<file path="config.mk">
export PLATFORM = sky130hd
export DESIGN_NAME = rtt_timer
export DESIGN_NICKNAME = d
export VERILOG_FILES = /design/src/rtl/rtt_pkg.sv /design/src/rtl/rtt_edge_sync.sv /design/src/rtl/rtt_prescaler.sv /design/src/rtl/rtt_counter.sv /design/src/rtl/rtt_regs.sv /design/src/rtl/rtt_timer.sv
export SDC_FILE = /design/constraint.sdc
export NUM_CORES = 1
export LEC_CHECK = 0
export BUFFER_PORTS_ARGS = -buffer_cell sky130_fd_sc_hd__buf_2
export CELL_PAD_IN_SITES_DETAIL_PLACEMENT = 0
export CELL_PAD_IN_SITES_GLOBAL_PLACEMENT = 1
export CORE_MARGIN = 1.5
export CORE_UTILIZATION = 25
export CTS_BUF_LIST = sky130_fd_sc_hd__clkbuf_16
export DETAILED_ROUTE_END_ITERATION = 7
export PLACE_DENSITY_LB_ADDON = 0.2
export RECOVER_POWER = 50
export REMOVE_ABC_BUFFERS = 1
export SLEW_MARGIN = 25
export SYNTH_ARGS = -nofsm -noshare
export SYNTH_HDL_FRONTEND = slang
export SYNTH_HIERARCHICAL = 1
export SYNTH_SLANG_ARGS = --single-unit
</file>
<file path="constraint.sdc">
create_clock -name clk -period 3.8 [get_ports clk]
set_clock_uncertainty 0.15 [all_clocks]
set_input_delay 0.19 -clock clk [delete_from_list [all_inputs] [get_ports clk]]
set_output_delay 0.19 -clock clk [all_outputs]
set_load 0.01 [all_outputs]
</file>
<file path="src/rtl/rtt_pkg.sv">
package rtt_pkg;
  localparam int unsigned DATA_W    = 32;
  localparam int unsigned ADDR_W    = 2;
  localparam int unsigned EN_SHIFT  = 16;
  localparam int unsigned FLAG_ALM  = 0;
  localparam int unsigned FLAG_STEP = 1;
  localparam int unsigned CLR_BIT   = 18;

  typedef enum logic [ADDR_W-1:0] {
    REG_MODE   = 2'd0,
    REG_ALARM  = 2'd1,
    REG_COUNT  = 2'd2,
    REG_STATUS = 2'd3
  } reg_idx_e;
endpackage

</file>
<file path="src/rtl/rtt_edge_sync.sv">
module rtt_edge_sync #(
  parameter int unsigned STAGES = 2
) (
  input  logic clk,
  input  logic rst,
  input  logic async_in,
  output logic rise
);
  logic [STAGES-1:0] chain;
  logic              last_q;

  genvar g;
  generate
    for (g = 0; g < STAGES; g++) begin : g_stage
      if (g == 0) begin : g_first
        always_ff @(posedge clk) begin
          if (rst) chain[0] <= 1'b0;
          else     chain[0] <= async_in;
        end
      end else begin : g_next
        always_ff @(posedge clk) begin
          if (rst) chain[g] <= 1'b0;
          else     chain[g] <= chain[g-1];
        end
      end
    end
  endgenerate

  always_ff @(posedge clk) begin
    if (rst) last_q <= 1'b0;
    else     last_q <= chain[STAGES-1];
  end

  assign rise = chain[STAGES-1] & ~last_q;
endmodule

</file>
<file path="src/rtl/rtt_prescaler.sv">
module rtt_prescaler #(
  parameter int unsigned PRES_W = 16
) (
  input  logic              clk,
  input  logic              rst,
  input  logic              tick,
  input  logic              restart,
  input  logic [PRES_W-1:0] divisor,
  output logic              step
);
  localparam int unsigned LIM_W = PRES_W + 1;

  logic [PRES_W-1:0] phase_q;
  logic [LIM_W-1:0]  limit;
  logic [LIM_W-1:0]  phase_inc;

  always_comb begin
    if (divisor == '0) limit = {1'b1, {PRES_W{1'b0}}};
    else               limit = {1'b0, divisor};
    phase_inc = {1'b0, phase_q} + LIM_W'(1);
  end

  assign step = tick & (phase_inc == limit);

  always_ff @(posedge clk) begin
    if (rst || restart)  phase_q <= '0;
    else if (step)       phase_q <= '0;
    else if (tick)       phase_q <= phase_inc[PRES_W-1:0];
  end
endmodule

</file>
<file path="src/rtl/rtt_counter.sv">
module rtt_counter #(
  parameter int unsigned CNT_W = 32
) (
  input  logic             clk,
  input  logic             rst,
  input  logic             step,
  input  logic             clear,
  input  logic [CNT_W-1:0] alarm,
  output logic [CNT_W-1:0] value,
  output logic             stepped,
  output logic             hit
);
  logic [CNT_W-1:0] value_q;
  logic [CNT_W-1:0] value_inc;
  logic             armed;

  assign value_inc = value_q + CNT_W'(1);
  assign armed     = (alarm != {CNT_W{1'b1}});
  assign stepped   = step & ~clear;
  assign hit       = stepped & armed & (value_inc == alarm);

  always_ff @(posedge clk) begin
    if (rst || clear) value_q <= '0;
    else if (step)    value_q <= value_inc;
  end

  assign value = value_q;
endmodule

</file>
<file path="src/rtl/rtt_regs.sv">
module rtt_regs
  import rtt_pkg::*;
#(
  parameter int unsigned PRES_W   = 16,
  parameter int unsigned CNT_W    = 32,
  parameter logic [PRES_W-1:0] PRES_RST = 16'h8000
) (
  input  logic              clk,
  input  logic              rst,
  input  logic              bus_sel,
  input  logic              bus_wr,
  input  logic [ADDR_W-1:0] bus_addr,
  input  logic [DATA_W-1:0] bus_wdata,
  output logic [DATA_W-1:0] bus_rdata,
  input  logic [CNT_W-1:0]  value,
  input  logic              stepped,
  input  logic              hit,
  output logic [PRES_W-1:0] divisor,
  output logic [CNT_W-1:0]  alarm,
  output logic              clear,
  output logic              alm_flag,
  output logic              step_flag,
  output logic              en_alm,
  output logic              en_step,
  output logic              stat_rd,
  output logic              irq
);
  logic mode_we, alarm_we, rd_en;
  logic alm_nx, step_nx, en_alm_nx, en_step_nx;
  logic [DATA_W-1:0] rd_mux;

  assign mode_we  = bus_sel & bus_wr & (bus_addr == REG_MODE);
  assign alarm_we = bus_sel & bus_wr & (bus_addr == REG_ALARM);
  assign rd_en    = bus_sel & ~bus_wr;
  assign stat_rd  = rd_en & (bus_addr == REG_STATUS);
  assign clear    = mode_we & bus_wdata[CLR_BIT];

  always_comb begin
    en_alm_nx  = mode_we ? bus_wdata[EN_SHIFT + FLAG_ALM]  : en_alm;
    en_step_nx = mode_we ? bus_wdata[EN_SHIFT + FLAG_STEP] : en_step;
    alm_nx     = (alm_flag  & ~stat_rd) | hit;
    step_nx    = (step_flag & ~stat_rd) | stepped;
  end

  always_ff @(posedge clk) begin
    if (rst) begin
      divisor <= PRES_RST;
      en_alm  <= 1'b0;
      en_step <= 1'b0;
    end else if (mode_we) begin
      divisor <= bus_wdata[PRES_W-1:0];
      en_alm  <= en_alm_nx;
      en_step <= en_step_nx;
    end
  end

  always_ff @(posedge clk) begin
    if (rst)           alarm <= {CNT_W{1'b1}};
    else if (alarm_we) alarm <= bus_wdata[CNT_W-1:0];
  end

  always_ff @(posedge clk) begin
    if (rst) begin
      alm_flag  <= 1'b0;
      step_flag <= 1'b0;
      irq       <= 1'b0;
    end else begin
      alm_flag  <= alm_nx;
      step_flag <= step_nx;
      irq       <= (alm_nx & en_alm_nx) | (step_nx & en_step_nx);
    end
  end

  always_comb begin
    rd_mux = '0;
    unique case (bus_addr)
      REG_MODE: begin
        rd_mux[PRES_W-1:0]           = divisor;
        rd_mux[EN_SHIFT + FLAG_ALM]  = en_alm;
        rd_mux[EN_SHIFT + FLAG_STEP] = en_step;
      end
      REG_ALARM:  rd_mux[CNT_W-1:0] = alarm;
      REG_COUNT:  rd_mux[CNT_W-1:0] = value;
      REG_STATUS: begin
        rd_mux[FLAG_ALM]  = alm_flag;
        rd_mux[FLAG_STEP] = step_flag;
      end
      default: rd_mux = '0;
    endcase
  end

  always_ff @(posedge clk) begin
    if (rst)        bus_rdata <= '0;
    else if (rd_en) bus_rdata <= rd_mux;
  end
endmodule

</file>
<file path="src/rtl/rtt_timer.sv">
module rtt_timer
  import rtt_pkg::*;
#(
  parameter int unsigned PRES_W    = 16,
  parameter int unsigned CNT_W     = 32,
  parameter int unsigned SYNC_STG  = 2,
  parameter logic [PRES_W-1:0] PRES_RST = 16'h8000
) (
  input  logic              clk,
  input  logic              rst,
  input  logic              slow_clk,
  input  logic              bus_sel,
  input  logic              bus_wr,
  input  logic [ADDR_W-1:0] bus_addr,
  input  logic [DATA_W-1:0] bus_wdata,
  output logic [DATA_W-1:0] bus_rdata,
  output logic              irq
);
  logic              tick, step, stepped, hit, clear;
  logic              alm_flag, step_flag, en_alm, en_step, stat_rd;
  logic [PRES_W-1:0] divisor;
  logic [CNT_W-1:0]  alarm, value;

  rtt_edge_sync #(.STAGES(SYNC_STG)) u_sync (
    .clk(clk), .rst(rst), .async_in(slow_clk), .rise(tick)
  );

  rtt_prescaler #(.PRES_W(PRES_W)) u_pres (
    .clk(clk), .rst(rst), .tick(tick), .restart(clear),
    .divisor(divisor), .step(step)
  );

  rtt_counter #(.CNT_W(CNT_W)) u_cnt (
    .clk(clk), .rst(rst), .step(step), .clear(clear), .alarm(alarm),
    .value(value), .stepped(stepped), .hit(hit)
  );

  rtt_regs #(.PRES_W(PRES_W), .CNT_W(CNT_W), .PRES_RST(PRES_RST)) u_regs (
    .clk(clk), .rst(rst), .bus_sel(bus_sel), .bus_wr(bus_wr),
    .bus_addr(bus_addr), .bus_wdata(bus_wdata), .bus_rdata(bus_rdata),
    .value(value), .stepped(stepped), .hit(hit), .divisor(divisor),
    .alarm(alarm), .clear(clear), .alm_flag(alm_flag),
    .step_flag(step_flag), .en_alm(en_alm), .en_step(en_step),
    .stat_rd(stat_rd), .irq(irq)
  );
endmodule

</file>
==> flow_summary.ini <==
[clock_tree]
post_cts_buffers = 0
cts_made_buffers = 17
clk_pin_slew_ps = 60
clk_path_buf_depth = 2
htreeDepth = 4
cts.sinks = 136
cts_tree = done
worstSkewPairLatency_ps = 430
cts_root_buf = clkbuf_16

[route]
wl_um = 25400
num_vias = 6784
drt_drc_violations_left = 0
wl_per_cell_um = 18.1
first_pass_iters = 6
viasPerCell = 4.85
drt_iter0_markers = 425
detail-route-antenna-nets = 0

[pwr]
irDropWorstVdd_uv = 290
powerDensity_nw_per_um2 = 383
p_leak_nw = 3.34

[floorplan]
chipWidth_um = 176
floorplan.core_area_um2 = 29600
die_h_um = 176
start_util_pct = 25.4
ios = 72
dieArea_um2 = 31100
rows = 63

[sta]
rsz0062_at_grt = false
timing.hold.ws_ps = 134
hold_violations = 0
slew_headroom_pct = -22.0
finalCritPeriodShare_pct = 91.9
fin_crit_ps = 3490
fmax_ghz = 0.287
fin_setup_tns_ps = 0
worst_slew_pin_slew_ps = 1830
setup_viol = 0
finalMaxSlewViolations = 35

[finish]
layout.nets = 1042
antennaDiodeCount = 0
fin_cells = 1399
final_cell_mix = dfxtp_1 (136), nand2_1 (134), nor2_1 (84), xnor2_1 (58), xor2_1 (46)
synthToLayoutAreaGrowth_pct = 22.7
mostFrequentLayoutCell = dfxtp_1
drive_above_1_share_pct = 13.0
fillers = 3250

[setup_path]
worstSetupPathType = register to register
worst_setup_path_start_kind = register
cp_data_arrival_time_ps = 3700
endpoint_kind = register
worst_ep_required_time_ps = 4010
crit_fanout = 24

[placed_design]
dp_cells = 1334
gp_congestion = 0.808
portBuffers = 71
post-dp-hpwl_um = 18400

[global_routing]
grt-ovfl-total = 0
grt_pass1_wl_um = 39900
antenna_found_initial = 0
grt_max_degree = 57
met2_usage_pct = 27.7
met3_usage_pct = 3.75
grt_pass1_vias = 6674
grt_use_total_pct = 16.9
grt_use_met1_pct = 22.2
busiest_layer = met2

[synthesis]
yosysWarnings = 6
synth.cell_area_um2 = 7520
synthCells = 903
syn-mean-instance-area_um2 = 8.33

[run_status]
violations = capacitance limit, slew limit
status = complete, but fails checks

[min_path]
hold_class = input pin to register

[flow_run]
maxCapViolations = 1
==> state kept, by name, summed over array words and instances, names as in the netlist <==
register and cells:
u_cnt/value 32, u_regs/alarm 32, u_regs/bus_rdata 32, u_pres/phase_q 16
u_regs/divisor 16, u_sync/chain 2, u_regs/alm_flag 1, u_regs/en_alm 1
u_regs/en_step 1, u_regs/irq 1, u_regs/step_flag 1, u_sync/last_q 1
==> repair_timing <==
action / 4_1_cts / 5_1_grt
endpoints found under the hold margin: 51 / 0
gates resized for setup: 0 / 8
hold buffers: 33 / 0
endpoints found under the setup margin: 0 / 7
==> through the flow <==
| step | total power [mW] | utilization, % | cell area, um2 | setup WS (ps) |
|---|---|---|---|---|
| 2_1_floorplan | 1.65 | - | 7190 | -1500 |
| 3_3_place_gp | 1.78 | 28.0 | 8290 | 251 |
| 3_5_place_dp | 1.78 | 28.0 | 8290 | 138 |
| 4_1_cts | 3.59 | 31.2 | 9230 | 102 |
| 5_1_grt | 3.67 | 31.1 | 9230 | 19.1 |
| 6_report | 3.53 | 31.1 | 9230 | 310 |
==> power breakdown <==
group          switching, mW  internal [mW]  total [mW]
Combinational          0.162          0.125       0.287
Clock                  0.673           1.09        1.76
Sequential            0.0304           1.45        1.48
Total                  0.865           2.67        3.53
==> layer usage <==
metal  wire, um  part of all wire (%)  up-vias
met5          0                     0        -
met4        408                   1.6        0
met3        882                   3.5       26
met2      11900                    47      112
met1      12200                    48     3237
li1           -                     -     3409
==> critical path: stages, from the launching register on <==
cell and delay, ps:
dfxtp_1 380, ha_4 190, nand3_4 110, nor4_4 320, and3_4 230, xnor2_1 60
or4_4 520, nor4b_4 350, buf_4 380, nand4_1 210, or3_1 360, a21oi_1 140
==> final timing paths <==
path | from | end | slack, ps | depth (start not counted)
setup / recovery | u_pres/phase_q[0]$_SDFFE_PP0P_ | u_cnt/value[31]$_SDFFE_PP0P_ | 310 | 11
hold / removal | bus_sel | u_regs/step_flag$_SDFF_PP0_ | 130 | 4
setup reg to reg | u_pres/phase_q[0]$_SDFFE_PP0P_ | u_cnt/value[31]$_SDFFE_PP0P_ | 310 | 11
hold reg to reg | u_sync/chain[0]$_SDFF_PP0_ | u_sync/chain[1]$_SDFF_PP0_ | 300 | 1
==> layout make-up <==
type                       count  area, um2  area share, %
sequential                   136       2720           29.5
multi-input combinational    695       4490           48.6
clock inverter                15        185           2.01
tap                          390        488           5.29
clock buffer                  17        425           4.61
timing repair buffer         138        888           9.63
inverter                       8       30.0          0.325
Power figures use the tool's default switching activity.
